## src/rtl/tlb_pkg.sv

```systemverilog
package tlb_pkg;
  localparam int unsigned VA_W  = 32;
  localparam int unsigned OFF_W = 12;
  localparam int unsigned VPN_W = VA_W - OFF_W;
  localparam int unsigned PFN_W = 20;
  localparam int unsigned PA_W  = PFN_W + OFF_W;
  localparam int unsigned PID_W = 8;

  typedef enum logic [1:0] {
    ACC_RD  = 2'd0,
    ACC_WR  = 2'd1,
    ACC_EX  = 2'd2,
    ACC_RSV = 2'd3
  } acc_e;

  typedef struct packed {
    logic             valid;
    logic             glob;
    logic [VPN_W-1:0] vpn;
    logic [PID_W-1:0] pid;
    logic [PFN_W-1:0] pfn;
    logic             pr;
    logic             pw;
    logic             px;
    logic             cache;
  } tlb_ent_t;

  // Tag compare for one entry
  function automatic logic ent_match(tlb_ent_t e, logic [VPN_W-1:0] vpn,
                                     logic [PID_W-1:0] pid);
    return e.valid && (e.vpn == vpn) && (e.glob || (e.pid == pid));
  endfunction

  // Permission test for the requested access kind
  function automatic logic perm_ok(tlb_ent_t e, acc_e a);
    case (a)
      ACC_RD:  return e.pr;
      ACC_WR:  return e.pw;
      ACC_EX:  return e.px;
      default: return 1'b0;
    endcase
  endfunction

  // Physical address assembly: frame above untouched offset
  function automatic logic [PA_W-1:0] join_pa(logic [PFN_W-1:0] pfn,
                                              logic [OFF_W-1:0] off);
    return {pfn, off};
  endfunction
endpackage

```

## src/rtl/tlb_entry_store.sv

```systemverilog
module tlb_entry_store
  import tlb_pkg::*;
#(
  parameter int unsigned N_ENT = 16,
  parameter int unsigned IDX_W = $clog2(N_ENT)
) (
  input  logic                   clk,
  input  logic                   rst_n,
  input  logic                   wr_en,
  input  logic [IDX_W-1:0]       wr_idx,
  input  tlb_ent_t               wr_ent,
  input  logic                   inv_all,
  output tlb_ent_t [N_ENT-1:0]   ents
);
  logic [N_ENT-1:0] vld_vec;

  for (genvar i = 0; i < N_ENT; i++) begin : g_ent
    tlb_ent_t ent_q;
    always_ff @(posedge clk) begin
      if (!rst_n)
        ent_q <= '0;
      else if (inv_all)
        ent_q.valid <= 1'b0;
      else if (wr_en && (wr_idx == IDX_W'(i)))
        ent_q <= wr_ent;
    end
    assign ents[i]    = ent_q;
    assign vld_vec[i] = ent_q.valid;
  end

  // flush leaves nothing valid
  a_r9_flush_clears: assert property (@(posedge clk) disable iff (!rst_n)
    inv_all |=> (vld_vec == '0));

  // write lands at the next edge
  a_r7_write_lands: assert property (@(posedge clk) disable iff (!rst_n)
    (wr_en && !inv_all) |=> (ents[$past(wr_idx)] == $past(wr_ent)));
endmodule

```

## src/rtl/tlb_match.sv

```systemverilog
module tlb_match
  import tlb_pkg::*;
#(
  parameter int unsigned N_ENT = 16
) (
  input  tlb_ent_t [N_ENT-1:0] ents,
  input  logic [VPN_W-1:0]     vpn,
  input  logic [PID_W-1:0]     pid,
  output logic [N_ENT-1:0]     hit_vec
);
  for (genvar i = 0; i < N_ENT; i++) begin : g_cmp
    assign hit_vec[i] = ent_match(ents[i], vpn, pid);
  end
endmodule

```

## src/rtl/tlb_pick.sv

```systemverilog
module tlb_pick #(
  parameter int unsigned N_ENT = 16,
  parameter int unsigned IDX_W = $clog2(N_ENT)
) (
  input  logic             clk,
  input  logic             rst_n,
  input  logic [N_ENT-1:0] hit_vec,
  output logic [IDX_W-1:0] sel_idx,
  output logic [N_ENT-1:0] sel_oh,
  output logic             any,
  output logic             multi
);
  always_comb begin
    sel_idx = '0;
    sel_oh  = '0;
    for (int i = N_ENT - 1; i >= 0; i--) begin
      if (hit_vec[i]) begin
        sel_idx = IDX_W'(i);
        sel_oh  = '0;
        sel_oh[i] = 1'b1;
      end
    end
  end

  assign any   = |hit_vec;
  assign multi = |(hit_vec & (hit_vec - 1'b1));

  // one winner, drawn from the matches, with no lower match
  a_r8_one_winner: assert property (@(posedge clk) disable iff (!rst_n)
    $onehot0(sel_oh) && (any == (sel_oh != '0)));
  a_r8_lowest_wins: assert property (@(posedge clk) disable iff (!rst_n)
    ((sel_oh & hit_vec) == sel_oh) && (((sel_oh - 1'b1) & hit_vec) == '0));
  a_r8_multi_count: assert property (@(posedge clk) disable iff (!rst_n)
    multi == ($countones(hit_vec) > 1));
endmodule

```

## src/rtl/sw_tlb.sv

```systemverilog
module sw_tlb
  import tlb_pkg::*;
#(
  parameter int unsigned N_ENT = 16,
  parameter int unsigned IDX_W = $clog2(N_ENT)
) (
  input  logic              clk,
  input  logic              rst_n,
  input  logic              lk_req,
  input  logic [31:0]       lk_vaddr,
  input  logic [7:0]        lk_pid,
  input  logic [1:0]        lk_acc,
  input  logic              wr_en,
  input  logic [IDX_W-1:0]  wr_idx,
  input  logic [19:0]       wr_vpn,
  input  logic [7:0]        wr_pid,
  input  logic              wr_global,
  input  logic [19:0]       wr_pfn,
  input  logic              wr_perm_r,
  input  logic              wr_perm_w,
  input  logic              wr_perm_x,
  input  logic              wr_cache,
  input  logic              wr_valid,
  input  logic              inv_all,
  output logic              rs_valid,
  output logic              rs_hit,
  output logic [31:0]       rs_paddr,
  output logic              rs_fault,
  output logic              rs_cacheable,
  output logic              rs_multi
);
  tlb_ent_t [N_ENT-1:0] ents;
  tlb_ent_t             wr_ent;
  logic [N_ENT-1:0]     hit_vec;
  logic [N_ENT-1:0]     sel_oh;
  logic [IDX_W-1:0]     sel_idx;
  logic                 lk_any;
  logic                 lk_multi;
  tlb_ent_t             sel_ent;
  logic                 lk_hit_now;
  logic                 lk_fault_now;
  logic [VPN_W-1:0]     lk_vpn;
  logic [OFF_W-1:0]     lk_off;

  assign lk_vpn = lk_vaddr[VA_W-1:OFF_W];
  assign lk_off = lk_vaddr[OFF_W-1:0];

  always_comb begin
    wr_ent       = '0;
    wr_ent.valid = wr_valid;
    wr_ent.glob  = wr_global;
    wr_ent.vpn   = wr_vpn;
    wr_ent.pid   = wr_pid;
    wr_ent.pfn   = wr_pfn;
    wr_ent.pr    = wr_perm_r;
    wr_ent.pw    = wr_perm_w;
    wr_ent.px    = wr_perm_x;
    wr_ent.cache = wr_cache;
  end

  tlb_entry_store #(.N_ENT(N_ENT), .IDX_W(IDX_W)) u_store (
    .clk(clk), .rst_n(rst_n), .wr_en(wr_en), .wr_idx(wr_idx),
    .wr_ent(wr_ent), .inv_all(inv_all), .ents(ents)
  );

  tlb_match #(.N_ENT(N_ENT)) u_match (
    .ents(ents), .vpn(lk_vpn), .pid(lk_pid), .hit_vec(hit_vec)
  );

  tlb_pick #(.N_ENT(N_ENT), .IDX_W(IDX_W)) u_pick (
    .clk(clk), .rst_n(rst_n), .hit_vec(hit_vec), .sel_idx(sel_idx),
    .sel_oh(sel_oh), .any(lk_any), .multi(lk_multi)
  );

  assign sel_ent      = ents[sel_idx];
  assign lk_hit_now   = lk_req && lk_any;
  assign lk_fault_now = lk_hit_now && !perm_ok(sel_ent, acc_e'(lk_acc));

  always_ff @(posedge clk) begin
    if (!rst_n) begin
      rs_valid     <= 1'b0;
      rs_hit       <= 1'b0;
      rs_paddr     <= '0;
      rs_fault     <= 1'b0;
      rs_cacheable <= 1'b0;
      rs_multi     <= 1'b0;
    end else begin
      rs_valid     <= lk_req;
      rs_hit       <= lk_hit_now;
      rs_paddr     <= lk_hit_now ? join_pa(sel_ent.pfn, lk_off) : '0;
      rs_fault     <= lk_fault_now;
      rs_cacheable <= lk_hit_now && sel_ent.cache;
      rs_multi     <= lk_hit_now && lk_multi;
    end
  end

  // result exactly one cycle after the request
  a_r2_result_follows: assert property (@(posedge clk) disable iff (!rst_n)
    lk_req |=> rs_valid);
  a_r2_no_spurious: assert property (@(posedge clk) disable iff (!rst_n)
    !lk_req |=> !rs_valid);
  // offset copied unchanged
  a_r4_offset_pass: assert property (@(posedge clk) disable iff (!rst_n)
    (lk_req && lk_any) |=> (rs_paddr[OFF_W-1:0] == $past(lk_off)));
  // a fault needs a hit
  a_r5_fault_needs_hit: assert property (@(posedge clk) disable iff (!rst_n)
    rs_fault |-> rs_hit);
  // quiet outputs on a miss
  a_r6_miss_quiet: assert property (@(posedge clk) disable iff (!rst_n)
    !rs_hit |-> (rs_paddr == '0 && !rs_cacheable && !rs_multi));
  // multi-hit only with a hit
  a_r8_multi_needs_hit: assert property (@(posedge clk) disable iff (!rst_n)
    rs_multi |-> rs_hit);
endmodule

```

## config.mk

```make
export PLATFORM = sky130hd
export DESIGN_NAME = sw_tlb
export DESIGN_NICKNAME = d
export VERILOG_FILES = /design/src/rtl/tlb_pkg.sv /design/src/rtl/tlb_entry_store.sv /design/src/rtl/tlb_match.sv /design/src/rtl/tlb_pick.sv /design/src/rtl/sw_tlb.sv
export SDC_FILE = /design/constraint.sdc
export NUM_CORES = 2
export LEC_CHECK = 0
export BUFFER_PORTS_ARGS = -buffer_cell sky130_fd_sc_hd__buf_2
export CELL_PAD_IN_SITES_DETAIL_PLACEMENT = 1
export CELL_PAD_IN_SITES_GLOBAL_PLACEMENT = 1
export CORE_MARGIN = 2
export CORE_UTILIZATION = 43
export CTS_CLUSTER_SIZE = 40
export DETAILED_ROUTE_END_ITERATION = 10
export GPL_TIMING_DRIVEN = 0
export PLACE_DENSITY_LB_ADDON = 0.1
export SETUP_SLACK_MARGIN = 0.05
export SYNTH_ARGS = -nofsm -noshare
export SYNTH_HDL_FRONTEND = slang
export SYNTH_SLANG_ARGS = --single-unit
```

## constraint.sdc

```tcl
create_clock -name clk -period 3.3 [get_ports clk]
set_clock_uncertainty 0.15 [all_clocks]
set_input_delay 0.165 -clock clk [delete_from_list [all_inputs] [get_ports clk]]
set_output_delay 0.165 -clock clk [all_outputs]
set_load 0.02 [all_outputs]
```

# Yosys cells after proc, flatten, opt, wreduce, memory -nomap -nowiden

Index checks and enable logic that the tools add are counted.

Bits in registers: 901
Output and inout bits: 37

Add/subtract/negate cells: 1
Order comparisons: 1
Equal/unequal tests: 49
Multiplexer cells: 19
Bitwise gates (word level): 3
Reduce and logical (&&, ||, !) cells: 91

Operators with widths:

| operator                                             | number |
|---|---|
| equality test 20 bit                                 | 16 |
| binary-select mux 54 bit (select 4 bit)              | 1 |
| equality test 8 bit                                  | 16 |
| two-way mux 4 bit                                    | 16 |
| logical AND 1 bit                                    | 52 |
| AND reduction 2 bit                                  | 17 |
| equality test 4 bit (second input constant)          | 8 |
| OR reduction 16 bit                                  | 2 |
| two-way mux 24 bit                                   | 1 |
| bitwise AND 16 bit                                   | 1 |
| equality test 4 x 3 -> 1 bit (second input constant) | 4 |
| logical OR 1 bit                                     | 16 |
| subtractor 16 x 1 -> 16 bit (second input constant)  | 1 |
| equality test 4 x 2 -> 1 bit (second input constant) | 2 |
| < comparator 4 x 5 -> 1 bit (second input constant)  | 1 |
| equality test 4 x 1 -> 1 bit (second input constant) | 1 |
| zero test 4 bit                                      | 1 |
| one-hot mux 1 bit (3 select lines)                   | 1 |
| equality test 2 x 1 -> 1 bit (second input constant) | 1 |
| equality test 2 bit (second input constant)          | 1 |
| zero test 2 bit                                      | 1 |
| NOT 1 bit                                            | 2 |
| OR reduction 2 bit                                   | 1 |
| zero test 1 bit                                      | 1 |

# Logic depth before layout (Yosys ltp)

Word-level depth: 24
Mapped depth: 17

# By module

Synthesis repeated with hierarchy kept, for this count alone.

Cell total of the unflattened synthesis: 3952
Area total of the unflattened synthesis: 40993.1 µm²

Modules (own cells, without submodules):

| module          | instances | cells an instance | area each (µm²) | seq. area each (µm²) |
|---|---|---|---|---|
| tlb_entry_store | 1         | 2937              | 30908.4         | 17296.6 |
| tlb_match       | 1         | 680               | 5644.2          | 0.0 |
| sw_tlb          | 1         | 262               | 3963.8          | 740.7 |
| tlb_pick        | 1         | 73                | 476.7           | 0.0 |

# Worst setup path after synthesis

OpenSTA, ideal clock, no wires.

Kind: in2reg
Start: input port lk_vaddr[13]
End: register rs_fault
Library setup time: 0.088 ns
Arrival: 3.107 ns
Required time: 3.062 ns
Slack: -0.045 ns
Stages: 14
Path buffers: 2
Cells stage by stage: buf_2 > buf_2 > xor2_1 > nor4_1 > nand4_1 > or4_1 > nand2_1 > a211o_1 > and2_4 > mux2_4 > o2111a_1 > a311oi_2 > a221oi_2 > a311oi_2

Cells in the longest elaborated chain, start to end: 24

Ends and longest elaborated chain:

| what                                     | RTL line       | source |
|---|---|---|
| from (decl)                              | sw_tlb.sv:10   | `input logic [31:0] lk_vaddr,` |
| equality test 20 bit                     | tlb_pkg.sv:31  | `return e.valid && (e.vpn == vpn) && (e.glob \|\| (e.pid == pid));` |
| logical AND 1 bit (2 in a row)           | tlb_pkg.sv:31  |  |
| two-way mux 4 bit (16 in a row)          | tlb_pick.sv:17 | `if (hit_vec[i]) begin` |
| binary-select mux 54 bit (select 4 bit)  | sw_tlb.sv:75   | `assign sel_ent = ents[sel_idx];` |
| two-way mux 24 bit (implied by the code) | sw_tlb.sv:75   |  |
| one-hot mux 1 bit (3 select lines)       | tlb_pkg.sv:36  | `case (a)` |
| zero test 1 bit                          | sw_tlb.sv:77   | `assign lk_fault_now = lk_hit_now && !perm_ok(sel_ent, acc_e'(lk_acc));` |
| logical AND 1 bit (*)                    | sw_tlb.sv:77   |  |
| to (signal assigned)                     | sw_tlb.sv:91   | `rs_fault <= lk_fault_now;` |
| to (decl)                                | sw_tlb.sv:28   | `output logic rs_fault,` |

Mark *: on every way between the ends. The rest lies on a longest branch, timed or not. The select of a mux whose other input is x is not followed.
A chain may end at the register's enable or synchronous reset.

# Worst setup path in the final report

Start: register u_store.g_ent[14].ent_q, in the netlist u_store.ents[785]
End: register rs_paddr[15]

Cells in the longest elaborated chain, start to end: 20

Ends and longest elaborated chain:

| what                                     | RTL line              | source |
|---|---|---|
| from (decl)                              | tlb_entry_store.sv:18 | `tlb_ent_t ent_q;` |
| from (signal assigned)                   | tlb_entry_store.sv:25 | `ent_q <= wr_ent;` |
| equality test 8 bit (*)                  | tlb_pkg.sv:31         |  |
| logical OR 1 bit (*)                     | tlb_pkg.sv:31         |  |
| logical AND 1 bit (*)                    | tlb_pkg.sv:31         |  |
| two-way mux 4 bit (15 in a row)          | tlb_pick.sv:17        |  |
| binary-select mux 54 bit (select 4 bit)  | sw_tlb.sv:75          |  |
| two-way mux 24 bit (implied by the code) | sw_tlb.sv:75          |  |
| to (signal assigned)                     | sw_tlb.sv:90          | `rs_paddr <= lk_hit_now ? join_pa(sel_ent.pfn, lk_off) : '0;` |
| to (decl)                                | sw_tlb.sv:27          | `output logic [31:0] rs_paddr,` |

Marked as above.

==> run_results.csv <==
group,metric,value,unit
clock_network,cts_tree,"yes",
global_routing,grt_first_pass_wirelength,266000,µm
clock_network,cts_buffers,105,
sta,hold_viol,0,
yosys,synth-edff-count,0,
yosys,syn-num-nets,5458,
clock_network,cts_root_buf,"clkbuf_16",
sta,finalSetupTns,-12050,ps
final_layout,drive_gt1_frac,0.131,
run_status,failed_checks,"negative setup slack",
yosys,yosysTopAreaCellShare,0.416,
yosys,synthCells,5353,
sta,worstMarginPinSlew,1410,ps
setup_path,cp.required,3750,ps
sta,rsz0062_at_grt,"true",
detailed_routing,vias,40441,
final_layout,fillers,11756,
detailed_routing,wl_per_cell,26.4,µm
setup_path,crit_arrival,4410,ps
final_layout,fin_nets,5744,
setup_path,critPathMostFrequentCell,"a211oi_2",
setup_path,max_stage_delay,630,ps
clock_network,cts.sinks,901,
flow_run,maxCapViolCount,0,
die,core,100000,µm²
sta,timing.fmax,253,MHz
yosys,ys_ff_latch,901,
global_routing,grt_pass1_vias,40476,
min_path,min_path_type,"input port to flop",
final_layout,stdcell_count,7022,
setup_path,cp-start-kind,"flop",
setup_path,cp_slowest_cell,"or4_4",
yosys,mappedNetlistArea,43400,µm²
sta,slew_headroom,0.0596,
sta,finalWorstSetupSlack,-657,ps
die,io-pin-count,142,
detailed_routing,drc,0,
setup_path,critPathKind,"flop to flop",
detailed_routing,ant_nets,0,
detailed_routing,drt_iter0_markers,3207,
sta,final_max_slew_viol_count,0,
yosys,synth_cell_types,59,
run_status,outcome,"complete, but fails checks",
yosys,synth_area_leader_cell,"dfxtp_1",
sta,finalCriticalPeriod,3960,ps
clock_network,clockBufferDepth,3,
global_routing,grt_antenna_before_repair,1,
detailed_routing,wirelength,186000,µm
detailed_routing,vias_per_cell,5.76,
final_layout,final_area,53000,µm²
placed_design,dp_cells,6709,
setup_path,crit_fanout,10,
die,start_util,0.434,
pwr,power_density,469,nW/µm²
yosys,async_flop_share,0,
die,die_x,322,µm
die,dieArea,103000,µm²
setup_path,path_cells,"xor2_1, nor4_2, a21oi_2, or4_4, a21boi_2, o2111a_2, o21a_4, clkbuf_4, and2_1, a211oi_2, a21oi_2, a211oi_2, a211oi_2",
placed_design,gp_congestion,0.955,
setup_path,endpoint_kind,"flop",
pwr,p_leak,18.1,nW
setup_path,r2r_slack,-660,ps
clock_network,clk_pin_slew,60,ps
global_routing,grt-ovfl-total,0,
placed_design,port_buffers,56,
detailed_routing,firstDrtPassIters,5,
yosys,synth_flop_cell,"dfxtp_1",
global_routing,grt_max_degree,15,
final_layout,area_delta_synth_final,22.2,%
clock_network,ctsHtreeMaxLevel,3,
placed_design,dpl-instance-area,45500,µm²
yosys,synth_area_leaders,"dfxtp_1 42%, nand2_1 15%, a21boi_0 15%",
clock_network,clock_latency,730,ps
placed_design,place_hpwl,136000,µm
yosys,ys_seq_area_frac,0.416,
die,core.rowCount,116,
die,die_h,322,µm
sta,setup_viol,22,
pwr,vdd_ir_drop_max,0.397,mV
sta,period_share,1.20,
yosys,ys_warn_count,0,
global_routing,track_usage,0.348,
yosys,avgSynthCellArea,8.10,µm²
## flip-flops by register name (all words and copies together) (netlist names)
signal and count:
rs_cacheable 1, rs_fault 1, rs_hit 1, rs_multi 1, rs_paddr 32, rs_valid 1
u_store.ents 864
## final cells by class
class | count | area (µm²) | share of cell area
Tap cell | 1298 | 1620 | 0.0306
Multi-Input combinational cell | 3949 | 25400 | 0.479
Sequential cell | 901 | 18000 | 0.340
Timing Repair Buffer | 180 | 1670 | 0.0316
Clock buffer | 156 | 3110 | 0.0587
Buffer | 498 | 2800 | 0.0527
Clock inverter | 34 | 368 | 0.00694
Inverter | 4 | 15.0 | 0.000283
Antenna cell | 2 | 5.00 | 0.0000944
## cell usage after synthesis, types with 2 or more instances
cell type and count:
nand2_1 1775, dfxtp_1 901, a21boi_0 850, clkbuf_1 411, xor2_1 368, a211oi_1 174
nor4_1 130, and2_1 100, a21oi_1 98, mux2i_1 98, xnor2_1 80, nand4_1 53
nor3_1 37, buf_6 35, buf_2 29, nor2_1 27, or4_1 24, buf_4 19
o21ai_0 18, nand4b_1 17, nand3_1 13, nor3b_1 9, nand2b_1 8, nor4b_1 8
and3_1 5, buf_1 5, a21o_1 4, a22oi_1 4, inv_1 4, mux4_2 4
nor2b_1 4, maj3_1 3, o21ai_1 3, a311oi_2 2, mux2_2 2, nand3b_1 2
nor4_2 2, o2111a_1 2, o211ai_1 2, o21a_1 2, o21bai_1 2, or2_2 2
## final timing paths
check	cells past startpoint	startpoint	to
worst max-delay path	13	u_store.ents[785]	rs_paddr[15]
worst min-delay path	3	lk_vaddr[3]	rs_paddr[3]
worst max register to register	13	u_store.ents[785]	rs_paddr[15]
worst min register to register	2	u_store.ents[340]	u_store.ents[340]
## critical path: cells and delay by family (launching register included)
kind	cells	cell delay, ps
buf+inv	1	280
flops	1	320
xor+xnor	1	160
simple gates	3	1150
compound gates	8	1760
## metrics by stage
| step | total power [mW] | hold WS, ps | utilization | setup WS, ps |
|---|---|---|---|---|
| finish | 24.9 | 58.8 | 0.530 | -657 |
| global route | 25.5 | 66.5 | 0.530 | -700 |
| CTS | 24.9 | 25.7 | 0.521 | -633 |
| detailed placement | 12.9 | 222 | 0.455 | -2580 |
| global placement | 12.9 | 218 | 0.454 | -2480 |
| floorplan | 12.2 | 137 | - | 45.0 |
## timing repair
action,CTS,global route
buffers inserted,23,15
hold buffers,77,0
pin swaps,63,70
hold endpoints to repair,338,0
endpoints found under the setup margin,36,53
cloned,0,7
resized for setup,429,128
## layout by cell type, fill, tap and decap left out, types with 77 or more instances in the layout
cell              n
clkbuf_16       118
a21boi_0        850
dfxtp_1         895
xor2_1          367
nand2_1        1773
clkbuf_1        401
and2_1           98
a211oi_2        121
nor4_1          100
dlygate4sd3_1    77
## layer usage
| metal | routed length (µm) | track usage |
|---|---|---|
| met3 | 11700 | 0.0482 |
| met2 | 84400 | 0.563 |
| met1 | 82600 | 0.473 |
| met4 | 6870 | 0.123 |
| met5 | 0 | 0 |
## cells by family (layout without fill, tap and decap cells)
logic type / Yosys count / in the layout / share of synthesized area
AND/OR/NAND/NOR: 2222 / 2222 / 0.218
flip-flops: 901 / 901 / 0.416
AO/OA/AOI/OAI: 1171 / 1171 / 0.197
adder cells (fa/ha/maj): 3 / 3 / 0.000692
buffers and inverters: 503 / 872 / 0.0521
XOR/XNOR: 448 / 448 / 0.0905
other: 0 / 2 / 0
multiplexers: 105 / 105 / 0.0256
## where the power goes
part | total [mW] | internal, mW | switching, mW
logic | 1.87 | 0.561 | 1.31
registers | 11.0 | 11.0 | 0.0557
clock network | 12.0 | 6.96 | 5.05
(Power assumes the default switching activity.)
